===== src/rtl/isa_state_pkg.sv =====
`timescale 1ns/1ps
package isa_state_pkg;

  // Encoding is {J,T}; neighbouring logic decodes these values.
  typedef enum logic [1:0] {
    ISA_FIXED32    = 2'b00,
    ISA_COMPACT    = 2'b01,
    ISA_BYTECODE   = 2'b10,
    ISA_EXTCOMPACT = 2'b11
  } isa_state_e;

  typedef struct packed {
    logic bx;
    logic bxj;
    logic enter;
    logic leave;
  } isa_req_t;

  typedef enum logic [2:0] {
    REQ_NONE,
    REQ_BX,
    REQ_BXJ,
    REQ_ENTER,
    REQ_LEAVE,
    REQ_MULTI
  } req_kind_e;

endpackage


===== src/rtl/isa_rst_sync.sv =====
`timescale 1ns/1ps
module isa_rst_sync #(
  parameter int STAGES = 2
) (
  input  logic clk,
  input  logic rst_n_i,
  output logic rst_n_o
);

  generate
    if (STAGES <= 1) begin : g_single
      logic sync_q;
      always_ff @(posedge clk or negedge rst_n_i) begin
        if (!rst_n_i) sync_q <= 1'b0;
        else          sync_q <= 1'b1;
      end
      assign rst_n_o = sync_q;
    end else begin : g_chain
      logic [STAGES-1:0] sync_q;
      always_ff @(posedge clk or negedge rst_n_i) begin
        if (!rst_n_i) sync_q <= '0;
        else          sync_q <= {sync_q[STAGES-2:0], 1'b1};
      end
      assign rst_n_o = sync_q[STAGES-1];
    end
  endgenerate

endmodule


===== src/rtl/isa_req_decode.sv =====
`timescale 1ns/1ps
module isa_req_decode
  import isa_state_pkg::*;
(
  input  isa_req_t  req_i,
  output req_kind_e kind_o
);

  logic [2:0] pulse_cnt;

  always_comb begin
    pulse_cnt = 3'($countones(req_i));
    kind_o    = REQ_NONE;
    if (pulse_cnt > 3'd1) begin
      kind_o = REQ_MULTI;
    end else if (req_i.bx) begin
      kind_o = REQ_BX;
    end else if (req_i.bxj) begin
      kind_o = REQ_BXJ;
    end else if (req_i.enter) begin
      kind_o = REQ_ENTER;
    end else if (req_i.leave) begin
      kind_o = REQ_LEAVE;
    end
  end

endmodule


===== src/rtl/isa_transition_rules.sv =====
`timescale 1ns/1ps
module isa_transition_rules
  import isa_state_pkg::*;
(
  input  isa_state_e cur_i,
  input  req_kind_e  kind_i,
  input  logic       tgt_lsb_i,
  output logic       legal_o,
  output isa_state_e dest_o
);

  logic from_branchable;

  always_comb begin
    from_branchable = (cur_i == ISA_FIXED32) || (cur_i == ISA_COMPACT);
    legal_o = 1'b0;
    dest_o  = cur_i;
    case (kind_i)
      REQ_BX: begin
        legal_o = from_branchable;
        dest_o  = tgt_lsb_i ? ISA_COMPACT : ISA_FIXED32;
      end
      REQ_BXJ: begin
        legal_o = from_branchable;
        dest_o  = ISA_BYTECODE;
      end
      REQ_ENTER: begin
        legal_o = (cur_i == ISA_COMPACT);
        dest_o  = ISA_EXTCOMPACT;
      end
      REQ_LEAVE: begin
        legal_o = (cur_i == ISA_EXTCOMPACT);
        dest_o  = ISA_COMPACT;
      end
      default: begin
        legal_o = 1'b0;
        dest_o  = cur_i;
      end
    endcase
  end

endmodule


===== src/rtl/isa_align_chk.sv =====
`timescale 1ns/1ps
module isa_align_chk
  import isa_state_pkg::*;
(
  input  isa_state_e state_i,
  input  logic [1:0] addr_lsb_i,
  output logic       misaligned_o
);

  always_comb begin
    case (state_i)
      ISA_FIXED32:                 misaligned_o = |addr_lsb_i;
      ISA_COMPACT, ISA_EXTCOMPACT: misaligned_o = addr_lsb_i[0];
      default:                     misaligned_o = 1'b0;
    endcase
  end

endmodule


===== src/rtl/isa_state_ctrl.sv =====
`timescale 1ns/1ps
module isa_state_ctrl
  import isa_state_pkg::*;
#(
  parameter int ADDR_W     = 32,
  parameter int SR_W       = 32,
  parameter int J_POS      = 24,
  parameter int T_POS      = 5,
  parameter int RST_STAGES = 2
) (
  input  logic              clk,
  input  logic              rst_n,
  input  logic              req_bx,
  input  logic              req_bxj,
  input  logic              req_enter,
  input  logic              req_leave,
  input  logic [ADDR_W-1:0] br_target,
  input  logic              fetch_valid,
  input  logic [1:0]        fetch_addr_lsb,
  input  logic              sr_wr_en,
  input  logic [1:0]        sr_wr_jt,
  output logic              j_flag,
  output logic              t_flag,
  output logic [SR_W-1:0]   sr_image,
  output logic              illegal_transition,
  output logic              align_fault,
  output logic              redirect_valid,
  output logic [ADDR_W-1:0] redirect_addr
);

  localparam int JW = $clog2(SR_W);
  localparam logic [JW-1:0] J_IDX = JW'(J_POS);
  localparam logic [JW-1:0] T_IDX = JW'(T_POS);

  logic       rst_core_n;
  isa_req_t   req_vec;
  req_kind_e  req_kind;
  isa_state_e state_q, state_d, dest_state;
  logic       legal;
  logic       branch_req;
  logic       fetch_bad_raw, fetch_bad, tgt_bad_raw, tgt_bad;
  logic       illegal_d, align_d, redir_v_d;
  logic [ADDR_W-1:0] tgt_eff;

  isa_rst_sync #(.STAGES(RST_STAGES)) u_rst_sync (
    .clk     (clk),
    .rst_n_i (rst_n),
    .rst_n_o (rst_core_n)
  );

  assign req_vec = '{bx: req_bx, bxj: req_bxj, enter: req_enter, leave: req_leave};

  isa_req_decode u_decode (
    .req_i  (req_vec),
    .kind_o (req_kind)
  );

  isa_transition_rules u_rules (
    .cur_i     (state_q),
    .kind_i    (req_kind),
    .tgt_lsb_i (br_target[0]),
    .legal_o   (legal),
    .dest_o    (dest_state)
  );

  assign branch_req = (req_kind == REQ_BX) || (req_kind == REQ_BXJ);
  assign tgt_eff    = (req_kind == REQ_BX) ? {br_target[ADDR_W-1:1], 1'b0} : br_target;

  isa_align_chk u_fetch_align (
    .state_i      (state_q),
    .addr_lsb_i   (fetch_addr_lsb),
    .misaligned_o (fetch_bad_raw)
  );

  isa_align_chk u_tgt_align (
    .state_i      (dest_state),
    .addr_lsb_i   (tgt_eff[1:0]),
    .misaligned_o (tgt_bad_raw)
  );

  assign fetch_bad = fetch_valid & fetch_bad_raw;
  assign tgt_bad   = branch_req & tgt_bad_raw;

  // Next-state process
  always_comb begin
    state_d   = state_q;
    illegal_d = 1'b0;
    align_d   = fetch_bad;
    redir_v_d = 1'b0;
    if (sr_wr_en) begin
      state_d = isa_state_e'(sr_wr_jt);
    end else if (req_kind != REQ_NONE) begin
      if (!legal) begin
        illegal_d = 1'b1;
      end else if (fetch_bad || tgt_bad) begin
        align_d = 1'b1;
      end else begin
        state_d   = dest_state;
        redir_v_d = branch_req;
      end
    end
  end

  // Register process
  always_ff @(posedge clk or negedge rst_core_n) begin
    if (!rst_core_n) begin
      state_q            <= ISA_FIXED32;
      illegal_transition <= 1'b0;
      align_fault        <= 1'b0;
      redirect_valid     <= 1'b0;
      redirect_addr      <= '0;
    end else begin
      state_q            <= state_d;
      illegal_transition <= illegal_d;
      align_fault        <= align_d;
      redirect_valid     <= redir_v_d;
      if (redir_v_d) begin
        redirect_addr <= tgt_eff;
      end
    end
  end

  assign j_flag = state_q[1];
  assign t_flag = state_q[0];

  always_comb begin
    sr_image        = '0;
    sr_image[J_IDX] = state_q[1];
    sr_image[T_IDX] = state_q[0];
  end

endmodule


===== config.mk =====
export PLATFORM = sky130hd
export DESIGN_NAME = isa_state_ctrl
export DESIGN_NICKNAME = d
export VERILOG_FILES = /design/src/rtl/isa_state_pkg.sv /design/src/rtl/isa_rst_sync.sv /design/src/rtl/isa_req_decode.sv /design/src/rtl/isa_transition_rules.sv /design/src/rtl/isa_align_chk.sv /design/src/rtl/isa_state_ctrl.sv
export SDC_FILE = /design/constraint.sdc
export NUM_CORES = 1
export LEC_CHECK = 0
export ABC_AREA = 0
export CAP_MARGIN = 30
export CORE_AREA = 3 3 77 79
export CTS_BUF_LIST = sky130_fd_sc_hd__clkbuf_16
export CTS_CLUSTER_SIZE = 10
export DETAILED_ROUTE_END_ITERATION = 8
export DIE_AREA = 0 0 80 82
export GPL_TIMING_DRIVEN = 0
export PLACE_DENSITY = 0.8
export REMOVE_ABC_BUFFERS = 1
export SLEW_MARGIN = 40
export SYNTH_ARGS = -nofsm -noshare
export SYNTH_HDL_FRONTEND = slang
export SYNTH_SLANG_ARGS = --single-unit
export TNS_END_PERCENT = 1

===== constraint.sdc =====
create_clock -name clk -period 1.65 [get_ports clk]
set_input_delay 0.33 -clock clk [delete_from_list [all_inputs] [get_ports clk]]
set_output_delay 0.33 -clock clk [all_outputs]
set_load 0.02 [all_outputs]

### Word level (Yosys, flattened, before mapping)

Cells that the tools add are included.

* bits in registers: 39
* word-level logic and storage cells: 61

* add/subtract/negate cells: 3
* order comparisons: 1
* eq/ne operators: 9
* multiplexer cells: 26
* bitwise gates (word level): 2
* reductions and logical operators: 14

Operators by type and width (count)
* two-way mux 3 bit: 5
* two-way mux 1 bit: 13
* OR reduction 2 bit: 5
* two-way mux 2 bit: 4
* one-hot mux 2 bit (4 select lines): 1
* equality test 3 x 2 -> 1 bit (second input constant): 2
* adder 1 x 1 -> 2 bit: 2
* equality test 2 x 1 -> 1 bit (second input constant): 2
* equality test 2 bit (second input constant): 2
* zero test 2 bit: 2
* one-hot mux 1 bit (2 select lines): 2
* nonzero test 2 bit: 2
* adder 3 bit: 1
* equality test 3 x 1 -> 1 bit (second input constant): 1
* equality test 3 bit (second input constant): 1
* greater-than comparator 3 x 1 -> 1 bit (second input constant): 1
* logical OR 1 bit: 3
* one-hot mux 1 bit (3 select lines): 1
* AND reduction 3 bit: 1
* nonzero test 3 bit: 1
* bitwise AND 1 bit: 2
* != test 2 bit (second input constant): 1

### Logic depth before layout (Yosys ltp)

* depth after elaboration: 16
* gate-level depth with buffers: 9
* gate-level depth less buffers: 9

### Modules after synthesis

A second synthesis with hierarchy kept.

* cells, all modules: 167
* area, all modules: 2135.8 um^2

By module, submodules not included
* isa_state_ctrl: times used 1, cells each 131, area each 1853.0 um^2, sequential area each 925.9 um^2
* isa_req_decode: times used 1, cells each 13, area each 98.8 um^2, sequential area each 0.0 um^2
* isa_transition_rules: times used 1, cells each 14, area each 80.1 um^2, sequential area each 0.0 um^2
* isa_rst_sync: times used 1, cells each 3, area each 53.8 um^2, sequential area each 50.0 um^2
* isa_align_chk: times used 2, cells each 3, area each 25.0 um^2, sequential area each 0.0 um^2

### Least setup slack after synthesis

Ideal clock, no wire load.

* kind: in2reg
* from: in req_enter
* to: reg redirect_addr[10]
* arrival time: 2561 ps
* required time: 1525 ps
* setup slack: -1036 ps
* stages: 8
* buffers on the path: 1
* cells stage by stage: inv_2 ha_1 nor2b_1 fa_1 or3_1 nor4_4 buf_6 mux2_4

* word-level cells in the longest chain between the ends: 15
* elaborated cells between the ends (all ways): 29
* classes of those cells: add/sub (2); order compare (1); eq/ne (6); mux (12); bitwise (1); reduce/logical (7)

RTL lines
* start, declared: line isa_state_ctrl.sv:15 `input logic req_enter,`
* adder 1 x 1 -> 2 bit (implied by the code) or two-way mux 3 bit (tied branches): line isa_req_decode.sv:12, isa_req_decode.sv:20
* adder 3 bit (implied by the code) or two-way mux 3 bit (tied branches): line isa_req_decode.sv:12, isa_req_decode.sv:18
* greater-than comparator 3 x 1 -> 1 bit or two-way mux 3 bit (tied branches): line isa_req_decode.sv:14, isa_req_decode.sv:16
* two-way mux 3 bit *: line isa_req_decode.sv:14 `if (pulse_cnt > 3'd1) begin`
* equality test 3 bit, or another cell as far along: line isa_transition_rules.sv:18 `case (kind_i)`
* one-hot mux 2 bit (4 select lines): line isa_transition_rules.sv:18
* equality test 2 x 1 -> 1 bit or equality test 2 bit (tied branches): line isa_align_chk.sv:11 `case (state_i)`
* OR reduction 2 bit: line isa_align_chk.sv:11
* one-hot mux 1 bit (2 select lines): line isa_align_chk.sv:11
* bitwise AND 1 bit: line isa_state_ctrl.sv:82 `assign tgt_bad = branch_req & tgt_bad_raw;`
* logical OR 1 bit: line isa_state_ctrl.sv:95 `end else if (fetch_bad || tgt_bad) begin`
* two-way mux 1 bit: line isa_state_ctrl.sv:95
* two-way mux 1 bit: line isa_state_ctrl.sv:93 `if (!legal) begin`
* two-way mux 1 bit *: line isa_state_ctrl.sv:92 `end else if (req_kind != REQ_NONE) begin`
* two-way mux 1 bit *: line isa_state_ctrl.sv:90 `if (sr_wr_en) begin`
* end signal, assigned: line isa_state_ctrl.sv:118 `redirect_addr <= tgt_eff;`
* end, declared: line isa_state_ctrl.sv:28 `output logic [ADDR_W-1:0] redirect_addr`

Mark *: on every way between the ends. The rest lies on a longest branch, timed or not.
A chain may end at the register's enable or synchronous reset.

### Final worst setup path

* from: in req_bx
* to: reg redirect_addr[30]

* word-level cells in the longest chain between the ends: 15
* elaborated cells between the ends (all ways): 27
* classes of those cells: add/sub (2); order compare (1); eq/ne (6); mux (10); bitwise (1); reduce/logical (7)

RTL lines
* start, declared: line isa_state_ctrl.sv:13 `input logic req_bx,`
* adder 1 x 1 -> 2 bit (implied by the code): line isa_req_decode.sv:12 `pulse_cnt = 3'($countones(req_i));`
* adder 3 bit (implied by the code): line isa_req_decode.sv:12
* greater-than comparator 3 x 1 -> 1 bit: line isa_req_decode.sv:14
* two-way mux 3 bit *: line isa_req_decode.sv:14
* equality test 3 bit, or another cell as far along: line isa_transition_rules.sv:18
* one-hot mux 2 bit (4 select lines): line isa_transition_rules.sv:18
* equality test 2 x 1 -> 1 bit or equality test 2 bit (tied branches): line isa_align_chk.sv:11
* OR reduction 2 bit: line isa_align_chk.sv:11
* one-hot mux 1 bit (2 select lines): line isa_align_chk.sv:11
* bitwise AND 1 bit: line isa_state_ctrl.sv:82
* logical OR 1 bit: line isa_state_ctrl.sv:95
* two-way mux 1 bit: line isa_state_ctrl.sv:95
* two-way mux 1 bit: line isa_state_ctrl.sv:93
* two-way mux 1 bit *: line isa_state_ctrl.sv:92
* two-way mux 1 bit *: line isa_state_ctrl.sv:90

Marks and branches as above.

==> summary.md <==
| Metric | Value |
|---|---|
| # clock sinks | 39 |
| Pins Over Slew Limit | 0 |
| Inserted Clock Buffers | 5 |
| Die Ht | 82 um |
| Hold buffers post-CTS | 0 |
| Yosys reg bits | 39 |
| Rows | 27 |
| Post-route DRC violation count | 0 |
| Largest fanout on the critical path | 6 |
| # setup viols final | 36 |
| Netlist cell types | 34 |
| Starting Density | 0.384 |
| Final antenna-violating net count | 0 |
| Worst VDD drop | 766 uV |
| CTS tree | done |
| RR Startpoint | state_q[1] |
| # diodes | 0 |
| Crit. Startpoint | req_bx |
| Layout cells sized above 1 | 0.288 |
| Worst-Skew Late Latency | 0.27 ns |
| Finished Layout Cells | roughly 320 |
| Die W | 80 um |
| DRT Pass-1 Iters | 4 |
| Setup CP Type | input pin to flop |
| Port bufs | 82 |
| GRT Util Overall | 0.144 |
| Final wirelength | around 4600 um |
| Smallest hold slack | 0.214 ns |
| Leak | approximately 1.5 nW |
| Reg power frac | 0.326 |
| Crit end category | flop |
| DR WL/cell | 14.3 um |
| Cells after DPL | around 310 |
| Synthesized area per cell | approximately 14 sq um |
| Area growth syn-to-layout | 55.2% |
| Pwr Density | approximately 1500 nW/um^2 |
| DR vias | roughly 1400 |
| Comb pwr share | 0.491 |
| Yosys warns | 0 |
| Number of fill cells in the layout | around 460 |
| Tmin final | ~2.5 ns |
| Count of final hold-check violations | 0 |
| Final Cycle Share | 1.51 |
| Startpoint Class | input pin |
| Synthesized instance count | 150 |
| HPWL Detailed | around 3400 um |
| Arr. time, crit path | ~2.7 ns |
| Die ar. | between 6000 and 7000 sq um |
| CTS clk-pin slew, worst paths | 0.06 ns |
| Status | finished with violations |
| Via density | between 4 and 5 |
| Fin nets | about 300 |
| WP data required | approximately 1.8 ns |
| CORE AREA | 5410 sq um |
| Total negative slack | -27.15 ns |
| Initial antenna violation count | 0 |
| First-pass GRT wire length | 7260 um |
| DP Worst Slack | -2.26 ns |
| Max Freq | between 400 and 500 MHz |
| Setup ws final | -0.848 ns |
| Clock power frac | 0.183 |
| Grt ovf | 0 |
| Finished Core Util | 0.597 |
| Seq/Total Area, Yosys | 0.470 |
| Hold WC Path Type | input pin to async pin |
| Failing checks | negative setup slack |
| Psw | 1.65 mW |
| Clock skew | between 0.006 and 0.007 ns |
| Post-Syn Area | slightly above 2000 sq um |
| H-Tree Depth | 2 |
| Final Wtd Congestion | 0.847 |
| RSZ-0062 raised after global routing | yes |
| IO Pins | ~110 |
| First DRT Iteration DRCs | 19 |
| Max Cap Violations | 0 |
| Clk root buf | clkbuf_16 |
| Pin count of the biggest net entering global routing | 20 |
| Number of global-route vias before repair | 1465 |
| Sw frac | 0.332 |
| Clock Path Buffers | 2 |
| Int Pwr | ~3.3 mW |
[layout make-up]
type	count	area (sq um)	share of cell area
repair buffers	98	1030	0.319
inverters	3	13.8	0.00427
clock inverters	3	17.5	0.00543
well taps	72	90.1	0.0279
flip-flops and latches	39	977	0.303
multi-input cells	102	973	0.302
clock buffers	5	125	0.0388
[cells in the final DEF (no fill, tap or decap), types with 3 or more instances in the layout]
cell             count
clkdlybuf4s50_1     73
dfrtp_1             38
mux2_4              31
conb_1              31
buf_6                7
clkbuf_16            5
buf_4                5
buf_8                4
dlygate4sd2_1        4
nand2b_1             3
inv_1                3
o221ai_1             3
nand2_1              3
[power groups by stage]
stage | clock network, mW | logic [mW] | registers [mW]
2_1_floorplan | 0 | 0.751 | 2.14
3_3_place_gp | 0 | 2.33 | 1.61
3_5_place_dp | 0 | 2.38 | 1.63
4_1_cts | 0.944 | 2.46 | 1.63
5_1_grt | 0.987 | 2.57 | 1.69
6_report | 0.911 | 2.44 | 1.62
[layer usage]
layer | up-vias | GRT usage | routed length [um]
li1 | 664 | - | -
met1 | 705 | 0.165 | 1740
met2 | 58 | 0.263 | 2500
met3 | 2 | 0.0384 | 362
met4 | 0 | 0.0405 | 8
met5 | - | 0 | 0
[worst paths after layout]
check / cells past startpoint / slack [ns] / endpoint
worst max-delay path: 10 / -0.85 / redirect_addr[30]
worst min-delay path: 1 / 0.21 / u_rst_sync.g_chain.sync_q[0]
worst max register to register: 8 / -0.58 / redirect_addr[30]
worst min register to register: 0 / 0.22 / redirect_addr[9]
max in group asynchronous: 1 / 0.98 / redirect_addr[13]
min in group clk: 0 / 0.37 / u_rst_sync.g_chain.sync_q[1]
[through the flow]
step / power (mW) / area (sq um)
2_1_floorplan: 2.89 / 1910
3_3_place_gp: 3.94 / 2820
3_5_place_dp: 4.01 / 2900
4_1_cts: 5.03 / 3210
5_1_grt: 5.25 / 3220
6_report: 4.97 / 3220
[flip-flops by register name, indices dropped and copies added (netlist names)]
name and count:
state_q 2, u_rst_sync.g_chain.sync_q 2, align_fault 1, illegal_transition 1, redirect_addr 32, redirect_valid 1
[synth_stat cells, drive strengths merged]
| master | number | area [sq um] |
|---|---|---|
| buf | 35 | 274 |
| o41ai | 1 | 8.76 |
| fa | 1 | 20.0 |
| nand3b | 2 | 15.0 |
| nand2b | 3 | 18.8 |
| or3 | 1 | 6.26 |
| o31ai | 1 | 7.51 |
| and3 | 1 | 6.26 |
| nand2 | 3 | 11.3 |
| dfrtp | 39 | 976 |
| o221ai | 3 | 26.3 |
| a21oi | 1 | 5.00 |
| xor2 | 1 | 8.76 |
| nor2b | 2 | 12.5 |
| nor2 | 3 | 27.5 |
| conb | 2 | 7.51 |
| ha | 3 | 37.5 |
| and2b | 1 | 8.76 |
| inv | 3 | 11.3 |
| o31a | 4 | 37.5 |
| nor4 | 3 | 33.8 |
| mux2i | 1 | 10.0 |
| o32ai | 1 | 16.3 |
| or2 | 1 | 6.26 |
| a2bb2oi | 1 | 8.76 |
| a31oi | 1 | 12.5 |
| mux2 | 31 | 454 |
| a221oi | 1 | 8.76 |
[cells by family after synthesis]
| logic type | share of synthesized area |
|---|---|
| fa+ha+maj | 0.0277 |
| mux | 0.223 |
| flops | 0.470 |
| compound gates | 0.0633 |
| xor+xnor | 0.00422 |
| simple gates | 0.0705 |
| buf+inv | 0.137 |
| other cells | 0.00362 |
[worst max-delay path: stages]
cell and delay, ns:
buf_12 0.10, ha_4 0.25, nor2b_4 0.13, fa_1 0.46, or3_4 0.41, nor4_4 0.26
buf_6 0.15, buf_8 0.12, buf_6 0.13, mux2_4 0.30
[what timing repair did]
action	CTS	global route
setup buffers	9	0
gates resized for setup	53	3
setup endpoints to repair	41	38
pin swaps	5	1
No activity file was read; power rests on OpenSTA's default activity.
